===== src/rtl/vsfl_pkg.sv =====
package vsfl_pkg;
  typedef enum logic [1:0] {
    ST_SEARCH = 2'd0,
    ST_COUNT  = 2'd1,
    ST_VIDEO  = 2'd2
  } vs_state_e;
endpackage


===== src/rtl/vs_line_corr.sv =====
module vs_line_corr #(
  parameter int DW = 10,
  parameter int NL = 388,
  parameter int NH = 67,
  localparam int SPAN = 2*NL + 2*NH,
  localparam int IW = $clog2(SPAN + 1),
  localparam int AW = DW + IW + 1
) (
  input  logic                 clk,
  input  logic                 rst,
  input  logic                 line_strobe,
  input  logic                 s_valid,
  input  logic signed [DW-1:0] s_data,
  output logic signed [AW-1:0] acc,
  output logic [IW-1:0]        cur_idx
);
  logic [IW-1:0]        sidx;
  logic signed [AW-1:0] dext;
  logic signed [AW-1:0] contrib;

  assign cur_idx = line_strobe ? '0 : sidx;
  assign dext    = {{(AW-DW){s_data[DW-1]}}, s_data};

  // sign of the pattern tap for the sample index
  always_comb begin
    if (cur_idx < IW'(NL))              contrib = -dext;
    else if (cur_idx < IW'(NL + NH))    contrib = dext;
    else if (cur_idx < IW'(2*NL + NH))  contrib = dext;
    else if (cur_idx < IW'(SPAN))       contrib = -dext;
    else                                contrib = '0;
  end

  always_ff @(posedge clk) begin
    if (rst) begin
      acc  <= '0;
      sidx <= '0;
    end else if (line_strobe) begin
      acc  <= s_valid ? contrib : '0;
      sidx <= s_valid ? IW'(1) : '0;
    end else if (s_valid) begin
      acc <= acc + contrib;
      if (sidx < IW'(SPAN)) sidx <= sidx + IW'(1);
    end
  end

  AST_ACC_RESTART: assert property (@(posedge clk) disable iff (rst)
    (line_strobe && !s_valid) |=> (acc == '0));
  AST_IDX_HOLD: assert property (@(posedge clk) disable iff (rst)
    (!line_strobe && !s_valid) |=> $stable(acc));
  AST_IDX_SAT: assert property (@(posedge clk) disable iff (rst)
    sidx <= IW'(SPAN));
endmodule


===== src/rtl/vs_frame_search.sv =====
module vs_frame_search #(
  parameter int AW = 21,
  parameter int LINES = 525,
  parameter int SYNC_LAST = 6,
  localparam int LW = $clog2(LINES),
  localparam int CW = $clog2(LINES + 1),
  localparam int PW = $clog2(LINES + SYNC_LAST + 1),
  localparam int SW = AW + 2
) (
  input  logic                 clk,
  input  logic                 rst,
  input  logic                 line_strobe,
  input  logic                 searching,
  input  logic signed [AW-1:0] acc,
  output logic                 done,
  output logic [LW-1:0]        preset
);
  logic signed [AW-1:0] p0, p1;
  logic signed [SW-1:0] score, best;
  logic [CW-1:0]        lcnt, kidx, bidx, bfin;
  logic                 have, win_ok, take;
  logic [PW-1:0]        sum;

  assign score  = SW'(acc) + SW'(p0) + SW'(p1);
  assign kidx   = lcnt - CW'(1);
  assign win_ok = searching && line_strobe && (lcnt >= CW'(3));
  assign take   = win_ok && (!have || (score > best));
  assign done   = searching && line_strobe && (lcnt == CW'(LINES));
  assign bfin   = take ? kidx : bidx;
  assign sum    = PW'(SYNC_LAST) + PW'(LINES) - PW'(bfin);
  assign preset = (sum >= PW'(LINES)) ? LW'(sum - PW'(LINES)) : LW'(sum);

  always_ff @(posedge clk) begin
    if (rst) begin
      p0   <= '0;
      p1   <= '0;
      lcnt <= '0;
      have <= 1'b0;
      best <= '0;
      bidx <= '0;
    end else begin
      if (line_strobe) begin
        p1 <= p0;
        p0 <= acc;
      end
      if (searching && line_strobe && (lcnt < CW'(LINES))) lcnt <= lcnt + CW'(1);
      if (take) begin
        have <= 1'b1;
        best <= score;
        bidx <= kidx;
      end
    end
  end

  AST_BEST_RANGE: assert property (@(posedge clk) disable iff (rst)
    have |-> (bidx >= CW'(2) && bidx < CW'(LINES)));
  AST_BEST_MONO: assert property (@(posedge clk) disable iff (rst)
    ($past(have) && have) |-> (best >= $past(best)));
endmodule


===== src/rtl/vs_line_fsm.sv =====
module vs_line_fsm
  import vsfl_pkg::*;
#(
  parameter int LINES = 525,
  localparam int LW = $clog2(LINES)
) (
  input  logic          clk,
  input  logic          rst,
  input  logic          line_strobe,
  input  logic          done,
  input  logic [LW-1:0] preset,
  output vs_state_e     state,
  output logic [LW-1:0] line_num
);
  logic [LW-1:0] nxt;

  assign nxt = (line_num == LW'(LINES - 1)) ? '0 : line_num + LW'(1);

  always_ff @(posedge clk) begin
    if (rst) begin
      state    <= ST_SEARCH;
      line_num <= '0;
    end else begin
      case (state)
        ST_SEARCH: if (done) begin
          line_num <= preset;
          state    <= (preset == '0) ? ST_VIDEO : ST_COUNT;
        end
        default: if (line_strobe) begin
          line_num <= nxt;
          if (nxt == '0) state <= ST_VIDEO;
        end
      endcase
    end
  end

  AST_LINE_RANGE: assert property (@(posedge clk) disable iff (rst)
    line_num < LW'(LINES));
  AST_LINE_STEP: assert property (@(posedge clk) disable iff (rst)
    (state != ST_SEARCH && line_strobe) |=>
      (line_num == (($past(line_num) == LW'(LINES - 1)) ? '0 : $past(line_num) + LW'(1))));
  AST_SEARCH_ZERO: assert property (@(posedge clk) disable iff (rst)
    (state == ST_SEARCH) |-> (line_num == '0));
  AST_VIDEO_AT_ZERO: assert property (@(posedge clk) disable iff (rst)
    (state == ST_COUNT && line_strobe && line_num == LW'(LINES - 1)) |=> (state == ST_VIDEO));
  AST_VIDEO_HOLD: assert property (@(posedge clk) disable iff (rst)
    (state == ST_VIDEO) |=> (state == ST_VIDEO));
  AST_COUNT_NONZERO: assert property (@(posedge clk) disable iff (rst)
    (state == ST_COUNT) |-> (line_num != '0));
endmodule


===== src/rtl/vs_level_grab.sv =====
module vs_level_grab #(
  parameter int DW = 10,
  parameter int IW = 10,
  parameter int LW = 10,
  parameter int SYNC_LAST = 6,
  parameter int LOW_IDX = 194,
  parameter int BLANK_IDX = 421
) (
  input  logic                 clk,
  input  logic                 rst,
  input  logic                 tracking,
  input  logic                 s_valid,
  input  logic signed [DW-1:0] s_data,
  input  logic [IW-1:0]        cur_idx,
  input  logic [LW-1:0]        line_num,
  output logic signed [DW-1:0] vs_low,
  output logic signed [DW-1:0] vs_blank,
  output logic                 lvl_valid
);
  logic on_line;

  assign on_line = tracking && s_valid && (line_num == LW'(SYNC_LAST));

  always_ff @(posedge clk) begin
    if (rst) begin
      vs_low    <= '0;
      vs_blank  <= '0;
      lvl_valid <= 1'b0;
    end else begin
      if (on_line && cur_idx == IW'(LOW_IDX)) vs_low <= s_data;
      if (on_line && cur_idx == IW'(BLANK_IDX)) begin
        vs_blank  <= s_data;
        lvl_valid <= 1'b1;
      end
    end
  end

  AST_LVL_STICKY: assert property (@(posedge clk) disable iff (rst)
    lvl_valid |=> lvl_valid);
  AST_LVL_SEARCH: assert property (@(posedge clk) disable iff (rst)
    !tracking |-> !lvl_valid);
  AST_LVL_QUIET: assert property (@(posedge clk) disable iff (rst)
    !tracking |=> $stable(vs_low));
endmodule


===== src/rtl/vsync_frame_lock.sv =====
module vsync_frame_lock
  import vsfl_pkg::*;
#(
  parameter int DW = 10,
  parameter int NL = 388,
  parameter int NH = 67,
  parameter int LINES = 525,
  parameter int SYNC_LAST = 6,
  localparam int SPAN = 2*NL + 2*NH,
  localparam int IW = $clog2(SPAN + 1),
  localparam int AW = DW + IW + 1,
  localparam int LW = $clog2(LINES)
) (
  input  logic                 clk,
  input  logic                 rst,
  input  logic                 line_strobe,
  input  logic                 s_valid,
  output logic                 s_ready,
  input  logic signed [DW-1:0] s_data,
  output logic [1:0]           sync_state,
  output logic [LW-1:0]        line_num,
  output logic signed [DW-1:0] vs_low,
  output logic signed [DW-1:0] vs_blank,
  output logic                 lvl_valid
);
  logic signed [AW-1:0] acc;
  logic [IW-1:0]        cur_idx;
  logic                 done;
  logic [LW-1:0]        preset;
  vs_state_e            state;
  logic                 searching;

  assign s_ready    = ~rst;
  assign searching  = (state == ST_SEARCH);
  assign sync_state = state;

  vs_line_corr #(.DW(DW), .NL(NL), .NH(NH)) u_corr (
    .clk(clk), .rst(rst), .line_strobe(line_strobe), .s_valid(s_valid),
    .s_data(s_data), .acc(acc), .cur_idx(cur_idx)
  );

  vs_frame_search #(.AW(AW), .LINES(LINES), .SYNC_LAST(SYNC_LAST)) u_search (
    .clk(clk), .rst(rst), .line_strobe(line_strobe), .searching(searching),
    .acc(acc), .done(done), .preset(preset)
  );

  vs_line_fsm #(.LINES(LINES)) u_fsm (
    .clk(clk), .rst(rst), .line_strobe(line_strobe), .done(done),
    .preset(preset), .state(state), .line_num(line_num)
  );

  vs_level_grab #(
    .DW(DW), .IW(IW), .LW(LW), .SYNC_LAST(SYNC_LAST),
    .LOW_IDX(NL / 2), .BLANK_IDX(NL + NH / 2)
  ) u_lvl (
    .clk(clk), .rst(rst), .tracking(!searching), .s_valid(s_valid),
    .s_data(s_data), .cur_idx(cur_idx), .line_num(line_num),
    .vs_low(vs_low), .vs_blank(vs_blank), .lvl_valid(lvl_valid)
  );

  AST_DONE_LEAVES: assert property (@(posedge clk) disable iff (rst)
    done |=> (state != ST_SEARCH));
  AST_PRESET_RANGE: assert property (@(posedge clk) disable iff (rst)
    done |-> (preset < LW'(LINES)));
endmodule


===== config.mk =====
export PLATFORM = sky130hd
export DESIGN_NAME = vsync_frame_lock
export DESIGN_NICKNAME = d
export VERILOG_FILES = /design/src/rtl/vsfl_pkg.sv /design/src/rtl/vs_line_corr.sv /design/src/rtl/vs_frame_search.sv /design/src/rtl/vs_line_fsm.sv /design/src/rtl/vs_level_grab.sv /design/src/rtl/vsync_frame_lock.sv
export SDC_FILE = /design/constraint.sdc
export NUM_CORES = 1
export LEC_CHECK = 0
export ABC_CLOCK_PERIOD_IN_PS = 11100
export BUFFER_PORTS_ARGS = -buffer_cell sky130_fd_sc_hd__buf_2
export CAP_MARGIN = 20
export CORE_MARGIN = 4
export CORE_UTILIZATION = 55
export DETAILED_ROUTE_END_ITERATION = 16
export PLACE_DENSITY = 0.72
export SYNTH_ARGS = -nofsm -noshare
export SYNTH_HDL_FRONTEND = slang
export SYNTH_SLANG_ARGS = --single-unit

===== constraint.sdc =====
create_clock -name clk -period 11.1 [get_ports clk]
set_input_delay 0.555 -clock clk [delete_from_list [all_inputs] [get_ports clk]]
set_output_delay 0.555 -clock clk [all_outputs]
set_load 0.03 [all_outputs]

# Word level (Yosys, flattened, before mapping)
# Cells that the tools add are included.
# op_classes
n_addsub	10
order_cmp	9
n_eq_ne	6
muxes	23
n_bitwise	1
n_reduce_logical	22
# op_table
operator	count
2-to-1 mux 21 bit	7
2-to-1 mux 10 bit	10
< comparator 10 bit (second input constant)	4
adder 10 x 1 -> 10 bit (second input constant)	3
adder 22 x 21 -> 23 bit	1
> comparator 23 bit	1
adder 21 x 21 -> 22 bit	1
adder 21 bit	1
negation 10 -> 21 bit	1
equality test 10 bit (second input constant)	2
logical NOT 10 bit	2
< comparator 10 x 9 -> 1 bit (second input constant)	2
equality test 10 x 3 -> 1 bit (second input constant)	1
equality test 10 x 8 -> 1 bit (second input constant)	1
equality test 10 x 9 -> 1 bit (second input constant)	1
greater-or-equal comparator 10 bit (second input constant)	1
greater-or-equal comparator 10 x 2 -> 1 bit (second input constant)	1
2-to-1 mux 2 bit	5
subtractor 10 x 1 -> 10 bit (second input constant)	1
subtractor 10 bit (first input constant)	1
subtractor 10 bit (second input constant)	1
logical AND 1 bit	9
nonzero test 2 bit	4
AND reduction 2 bit	2
other kinds (7)	8
# word_totals
register_bits	150
input_bits	14
output_inout_bits	34

# Longest topological paths before layout
# Gate-level depths: netlist (run 1).
# logic_depth
depth_word	13
mapped_depth	36
mapped_depth_nobuf	33

# Cells and area by module
# A second synthesis (run 1) with hierarchy kept.
# unflattened
cells_unflattened	1318
hier_area_um2	10934.2
# modules_own_cells
mod	n_inst	cells_each	area_each_um2
vs_frame_search	1	694	5939.4
vs_line_corr	1	413	3080.5
vs_level_grab	1	91	984.7
vs_line_fsm	1	117	915.9
vsync_frame_lock	1	3	13.8

# Least setup slack after synthesis (run 1)
# No wires, ideal clock.
# synth_path
kind	register to register
startpoint	register u_corr.acc[1]
endpoint	register u_fsm.state[0]
t_arrival_ns	8.186
t_required_ns	10.978
slack_ns	2.793
stages_incl_launch_ff	37
n_path_buf	3
synth_period_minus_slack_ns	8.307
path_cell_list	dfxtp_1 fa_1 ha_1 fa_1 a21o_1 a21oi_1 o21bai_1 a21o_1 a21oi_1 o211ai_1 a31oi_1 a21oi_1 a211o_1 xor2_1 ha_1 and3_1 nand4_1 or3_1 o21a_1 mux2_4 nand2_1 clkbuf_1 nor2_1 a21oi_1 ha_1 clkbuf_1 nor2_1 nor4_1 xnor2_1 a21oi_1 a21oi_1 or3b_1 buf_2 o21ai_0 xor2_1 or4_4 a221o_1
# synth_via
elab_chain_cells	13
word_cells_on_any_way	14
classes_between	add/sub (4); order compare (2); mux (5); reduce/logical (3)
# synth_rtl
element	line	text
start, declared	vs_line_corr.sv:14	output logic signed [AW-1:0] acc,
start signal, assigned	vs_line_corr.sv:38	acc <= s_valid ? contrib : '0;
start signal, assigned	vs_line_corr.sv:41	acc <= acc + contrib;
adder 21 x 21 -> 22 bit (*)	vs_frame_search.sv:24	assign score = SW'(acc) + SW'(p0) + SW'(p1);
adder 22 x 21 -> 23 bit (*)	vs_frame_search.sv:24	
via u_search.score[21]	vs_frame_search.sv:19	logic signed [SW-1:0] score, best;
> comparator 23 bit (*)	vs_frame_search.sv:27	assign take = win_ok && (!have || (score > best));
logical OR 1 bit (*)	vs_frame_search.sv:27	
logical AND 1 bit (*)	vs_frame_search.sv:27	
2-to-1 mux 10 bit (*)	vs_frame_search.sv:29	assign bfin = take ? kidx : bidx;
subtractor 10 bit (*)	vs_frame_search.sv:30	assign sum = PW'(SYNC_LAST) + PW'(LINES) - PW'(bfin);
subtractor 10 bit / greater-or-equal comparator 10 bit (equally long branches)	vs_frame_search.sv:31	assign preset = (sum >= PW'(LINES)) ? LW'(sum - PW'(LINES)) : LW'(sum);
2-to-1 mux 10 bit (*)	vs_frame_search.sv:31	
logical NOT 10 bit (*)	vs_line_fsm.sv:27	state <= (preset == '0) ? ST_VIDEO : ST_COUNT;
2-to-1 mux 2 bit (*)	vs_line_fsm.sv:27	
2-to-1 mux 2 bit (*)	vs_line_fsm.sv:25	ST_SEARCH: if (done) begin
2-to-1 mux 2 bit (*)	vs_line_fsm.sv:24	case (state)
end signal, assigned	vs_line_fsm.sv:27	
end, declared	vs_line_fsm.sv:12	output vs_state_e state,
# The timed path passes the listed nets; every way through them passes the cells marked *. The select of a mux whose other input is x is not followed.
# A chain may end at the register's enable or synchronous reset.

# Worst setup path after layout (run 1)
# Ends and elaborated chain as after synthesis.

==> results of run 1 <==
## through the flow
step	area [um^2]	hold slack (ns)	utilization	instances
after floorplan	10300	0.436	-	1277
after detailed placement	10700	0.446	0.587	1498
after global placement	10700	0.443	0.587	1498
final	11300	0.427	0.620	1531
after CTS	11300	0.416	0.620	1530
after global routing	11300	0.447	0.620	1531
## area by class of cell
type | instances | area [um^2] | area share
multi-input combinational | 1009 | 6890 | 0.610
sequential | 150 | 3000 | 0.266
clock buffer | 17 | 425 | 0.0377
timing repair buffer | 56 | 312 | 0.0276
tap | 229 | 287 | 0.0254
inverter | 55 | 206 | 0.0183
clock inverter | 15 | 179 | 0.0158
## worst min-delay path, stage by stage
cell and delay, ns:
buf_2 0.13, mux2i_1 0.08, nor2_1 0.07
## registers in the layout (all words and copies together), names as in the netlist
signal           flops
u_lvl.vs_blank      10
u_search.best       23
u_fsm.line_num      10
u_search.bidx       10
u_corr.sidx         10
u_search.have        1
u_search.p0         21
u_fsm.state          2
u_lvl.vs_low        10
u_lvl.lvl_valid      1
u_search.lcnt       10
u_corr.acc          21
u_search.p1         21
## Yosys cell counts, types with 9 or more instances
master,instances
and3_1,13
a21o_1,14
or3_1,11
nand2_1,114
o211ai_1,9
a211oi_1,17
buf_1,11
nand3_1,29
inv_1,55
dfxtp_1,150
nor3_1,33
clkbuf_1,47
nand2b_1,9
fa_1,23
a31oi_1,13
nor2_1,184
nand4_1,16
xnor2_1,45
a21oi_1,102
o21a_1,12
o21ai_0,58
xor2_1,32
ha_1,76
mux2i_1,86
or2_2,15
## cells by family after synthesis
kind of cell	Yosys count	share of synthesized area
compound gates	283	0.172
xor+xnor	77	0.0653
fa+ha+maj	99	0.137
buf+inv	118	0.0435
flops	150	0.291
mux	91	0.0897
simple gates	459	0.203
## worst paths after layout
| kind | from | to | slack [ns] | depth (start not counted) |
|---|---|---|---|---|
| worst max-delay path | u_corr.acc[1] | u_fsm.state[0] | 2.22 | 33 |
| worst min-delay path | s_data[2] | u_lvl.vs_blank[2] | 0.43 | 3 |
| worst min register to register | u_search.best[15] | u_search.best[15] | 0.45 | 2 |
| worst max register to register | u_corr.acc[1] | u_fsm.state[0] | 2.22 | 33 |
## power breakdown
| group | total [mW] | leakage (nW) | internal (mW) | switching, mW |
|---|---|---|---|---|
| sequential | 0.570 | 1.21 | 0.552 | 0.0183 |
| clock | 0.602 | 0.292 | 0.341 | 0.261 |
| combinational | 0.288 | 3.38 | 0.121 | 0.167 |
## per-layer routing
layer	share of wire	vias up
met2	0.46	195
met1	0.47	4227
met3	0.040	45
met5	0	-
met4	0.024	0
li1	-	4528
==> run metrics, run 1 <==
status complete, no violations; GPL Wtd Cong 0.912; Synth top area share 0.291; Avg Cell Area, Syn 8.09 um^2; worst slew pin tran 0.923 ns; post-synthesis sequential area ratio 0.291; first-pass GRT wire length 40.7 mm; post-place setup slack 2.37 ns; Core Region 18200 um^2; Clock Path Buffers 2; Overall Power 1.46 mW; Max-Cap Viols 0; Period minus WS final 8.88 ns; Hold Path Class input pin to flip-flop; Starting Density 0.568; Fmax 0.113 GHz; Final WS setup 2.22 ns; crit path max fanout 11; Syn Inst Count 1277; Nets 1402; DRC violations left 0; Worst Skew 0.0162 ns; CTS Sinks 150; Clock Latency Late Sink 0.44 ns; IR Drop Worst-Case VDD 0.110 mV; pin count of the biggest net entering global routing 86; Rel. slew slack 0.385; number of diodes 0; vias 8995; H-tree depth 4; area of the die 21000 um^2; Top Ports 48; antenna viol nets, final 0; Final Hold Fails 0; Worst setup SP type flip-flop; crit end category flip-flop; port bufs 47; M1 GR Usage 0.307; Synth area leaders dfxtp_1 29%, ha_1 9.2%, mux2i_1 8.3%, nor2_1 6.7%, a21oi_1 4.9%; initial antenna violation count 0; CP top delay family compound AO/OA/AOI/OAI gates; DR iter-0 viols 487; top_reg_cell synth dfxtp_1; delay of the slowest critical-path stage 0.55 ns; setup tns final 0 ns; CP max stage cell or4_4; Post-Syn Nets 1390; Die Wd 145 um; post-synth top area cell dfxtp_1; Final Cycle Share 0.800; dpl hpwl 17.3 mm; fillers 1638; most frequent cells in the layout 184 x nor2_1, 150 x dfxtp_1, 114 x nand2_1, 102 x a21oi_1, 86 x mux2i_1; Clk pin slew, worst setup/hold paths 0.07 ns; Yosys cell types 70; synthesized area 10300 um^2; critical path arrival 9.20 ns; post-DR vias/cell 5.88; CTS tree built; hold-fix buffers at CTS 0; post-CTS setup buffer count 0; critical path class flip-flop to flip-flop; final WL 24.1 mm; clk root buf clkbuf_16; RSZ-0062 raised after global routing false; layout cell share with drive strength beyond 1 0.0899; DR WL/cell 15.7 um; Async SR Flop Fraction 0; Worst EP required 11.42 ns; number of synthesized register bits 150; WP buf/inv 0; Overflow after GRT 0; cell area power density 129 nW/um^2; Crit path top cell by count a21oi_1; Vert. Die Dim 145 um; static leakage 4.89 nW; Syn. warnings 0; Tot GR Track Use 0.228; Post-synth EDFFs 0; vias in the first global route 8440; CTS Buf Count 17; GR Util met3 0.0349; Max Slew Vio Count 0; # setup viols final 0; most common cell after layout, fill and taps aside nor2_1; met2 GRT Util 0.372; Rows 49; DRT Pass-1 Iters 5; Area Overhead vs Synth 9.33%; cts repair resizes 0; gr busiest metal met2
(Power assumes the default switching activity.)
==> inputs of run 2 (changes only) <==
- ABC_CLOCK_PERIOD_IN_PS: 11100 -> 7400
- PLACE_DENSITY: 0.72 -> 0.74
- clock period: 11.1 -> 7.4 ns (I/O delays scaled with it)
==> run 2 against run 1 <==
  * First-iteration DRC count rose by 18%
  * Maximum frequency rose by 21%
  * Clock skew fell by 0.0039 ns
  * Die area did not move
  * Worst hold slack got worse by 0.19 ns
  * Sequential share of layout area fell by 1.3 points
  * Sequential power rose by 50%
  * Non-clock buffer count rose by 50
==> run metrics, run 2 (synthesis results as in run 1) <==
CTS tree built; fillers 1501; Worst setup SP type flip-flop; dpl hpwl 17.4 mm; Overflow after GRT 0; vias 9165; Switching Fraction 0.309; worst slew pin tran 1.09 ns; hold depth 3; DRT Pass-1 Iters 5; most common cell after layout, fill and taps aside nor2_1; dpl cells 1537; Top Ports 48; Area Overhead vs Synth 15.0%; static leakage 5.19 nW; CTS Sinks 150; max reg flops 23; Vert. Die Dim 145 um; clk root buf clkbuf_16; Fmax 0.136 GHz; Worst EP required 7.74 ns; GPL Wtd Cong 0.893; pin count of the biggest net entering global routing 101; reg2reg path depth 32; share of power burned in registers 0.378; number of stages on the worst setup path 32; crit end category flip-flop; DRC violations left 0; Clk pin slew, worst setup/hold paths 0.07 ns; CTS Buf Count 17; Core Region 18200 um^2; Hold WS 0.235 ns; post-DR vias/cell 5.80; Clock Path Buffers 2; final WL 24.7 mm; Rel. slew slack 0.272; cell area power density 190 nW/um^2; antenna viol nets, final 0; multi-input logic area 7070 um^2; Max-Cap Viols 0; H-tree depth 4; Clock Latency Late Sink 0.43 ns; Worst Skew 0.0123 ns; Crit path top cell by count buf_6; WP buf/inv 3; Rows 49; CP max stage cell or4_4; Final Hold Fails 0; fin util 0.653; crit path max fanout 4; Period minus WS final 7.37 ns; Top reg by flops u_search.best; Non-Filler Instances 1581; critical path arrival 7.70 ns; area of the die 21000 um^2; status complete, no violations; Max Slew Vio Count 0; Tot GR Track Use 0.232; Die Wd 145 um; # setup viols final 0; Hold Path Class input pin to flip-flop; layout cell share with drive strength beyond 1 0.146; vias in the first global route 8554; DR WL/cell 15.6 um; port bufs 47; Nets 1452; most frequent cells in the layout 180 x nor2_1, 148 x dfxtp_1, 112 x nand2_1, 96 x a21oi_1, 86 x mux2i_1; IR Drop Worst-Case VDD 0.179 mV; storage element area 3010 um^2; first-pass GRT wire length 41.5 mm; number of diodes 0; power share of the combinational group 0.219; clock power share 0.402; critical path class flip-flop to flip-flop; Final Cycle Share 0.995; Int Power 1.56 mW; RSZ-0062 raised after global routing true; delay of the slowest critical-path stage 0.53 ns; CP top delay family compound AO/OA/AOI/OAI gates; hold-fix buffers at CTS 0; Switch Pwr 697 uW; DR iter-0 viols 576; Starting Density 0.568; initial antenna violation count 0
run 2: changes by cell type in the layout (fill, tap and decap cells not counted), moves of 3 or more:
cell / previous run / this run
buf_4: 10 / 57
a21oi_1: 102 / 96
a21oi_2: 0 / 4
nor2_1: 184 / 180
buf_6: 1 / 4
run 2: path summary, 6_finish.rpt:
path | from | endpoint | slack (ns)
worst max-delay path | u_corr.acc[1] | u_fsm.state[1] | 0.03
worst min-delay path | s_data[1] | u_lvl.vs_blank[1] | 0.24
worst max register to register | u_corr.acc[1] | u_fsm.state[1] | 0.03
worst min register to register | u_search.best[8] | u_search.best[8] | 0.45
run 2: per-stage QoR:
stage                     setup slack [ns]  total power [mW]  setup TNS (ns)  area [um^2]
after global placement             -0.0568              1.33         -0.0568        11000
after global routing                -0.337              2.36           -1.20        11900
final                               0.0334              2.26               0        11900
after detailed placement            -0.126              1.33          -0.225        11000
after floorplan                     -0.145              1.21          -0.145        10400
after CTS                          0.00153              2.26               0        11800
run 2: area by class of cell:
| type | count | area share |
|---|---|---|
| well taps | 229 | 0.0241 |
| multi-input cells | 1009 | 0.595 |
| repair buffers | 106 | 0.0587 |
| clock inverters | 13 | 0.0125 |
| inverters | 55 | 0.0174 |
| clock buffers | 19 | 0.0391 |
| flip-flops and latches | 150 | 0.253 |
run 2: what timing repair did:
action,in CTS,in global routing
gates cloned,0,0
gates resized for setup,16,10
setup buffers,8,4
pin swaps,28,13
endpoints found under the setup margin,3,11
run 2: power by group through the flow:
| stage | registers [mW] | clock network (mW) | logic, mW |
|---|---|---|---|
| floorplan | 0.864 | 0 | 0.349 |
| global placement | 0.871 | 0 | 0.455 |
| detailed placement | 0.872 | 0 | 0.462 |
| CTS | 0.854 | 0.919 | 0.482 |
| global route | 0.858 | 0.952 | 0.555 |
| finish | 0.854 | 0.908 | 0.495 |
run 2: routing by layer:
metal | wire (um) | part of all wire | GRT usage
met4 | 435 | 0.018 | 0.0617
met5 | 0 | 0 | 0
met3 | 1100 | 0.044 | 0.0393
met2 | 11600 | 0.47 | 0.383
met1 | 11500 | 0.47 | 0.317
run 2: worst reg2reg max path: cells and delay by family, from the launching register on:
kind                       cells  cell delay [ns]
and+or+nand+nor                7             1.84
adders and majority gates      5             1.49
DFF                            1             0.35
AOI/OAI and AO/OA             14             2.40
muxes                          2             0.62
buffers and inverters          3             0.39
xor gates and xnor gates       1             0.16
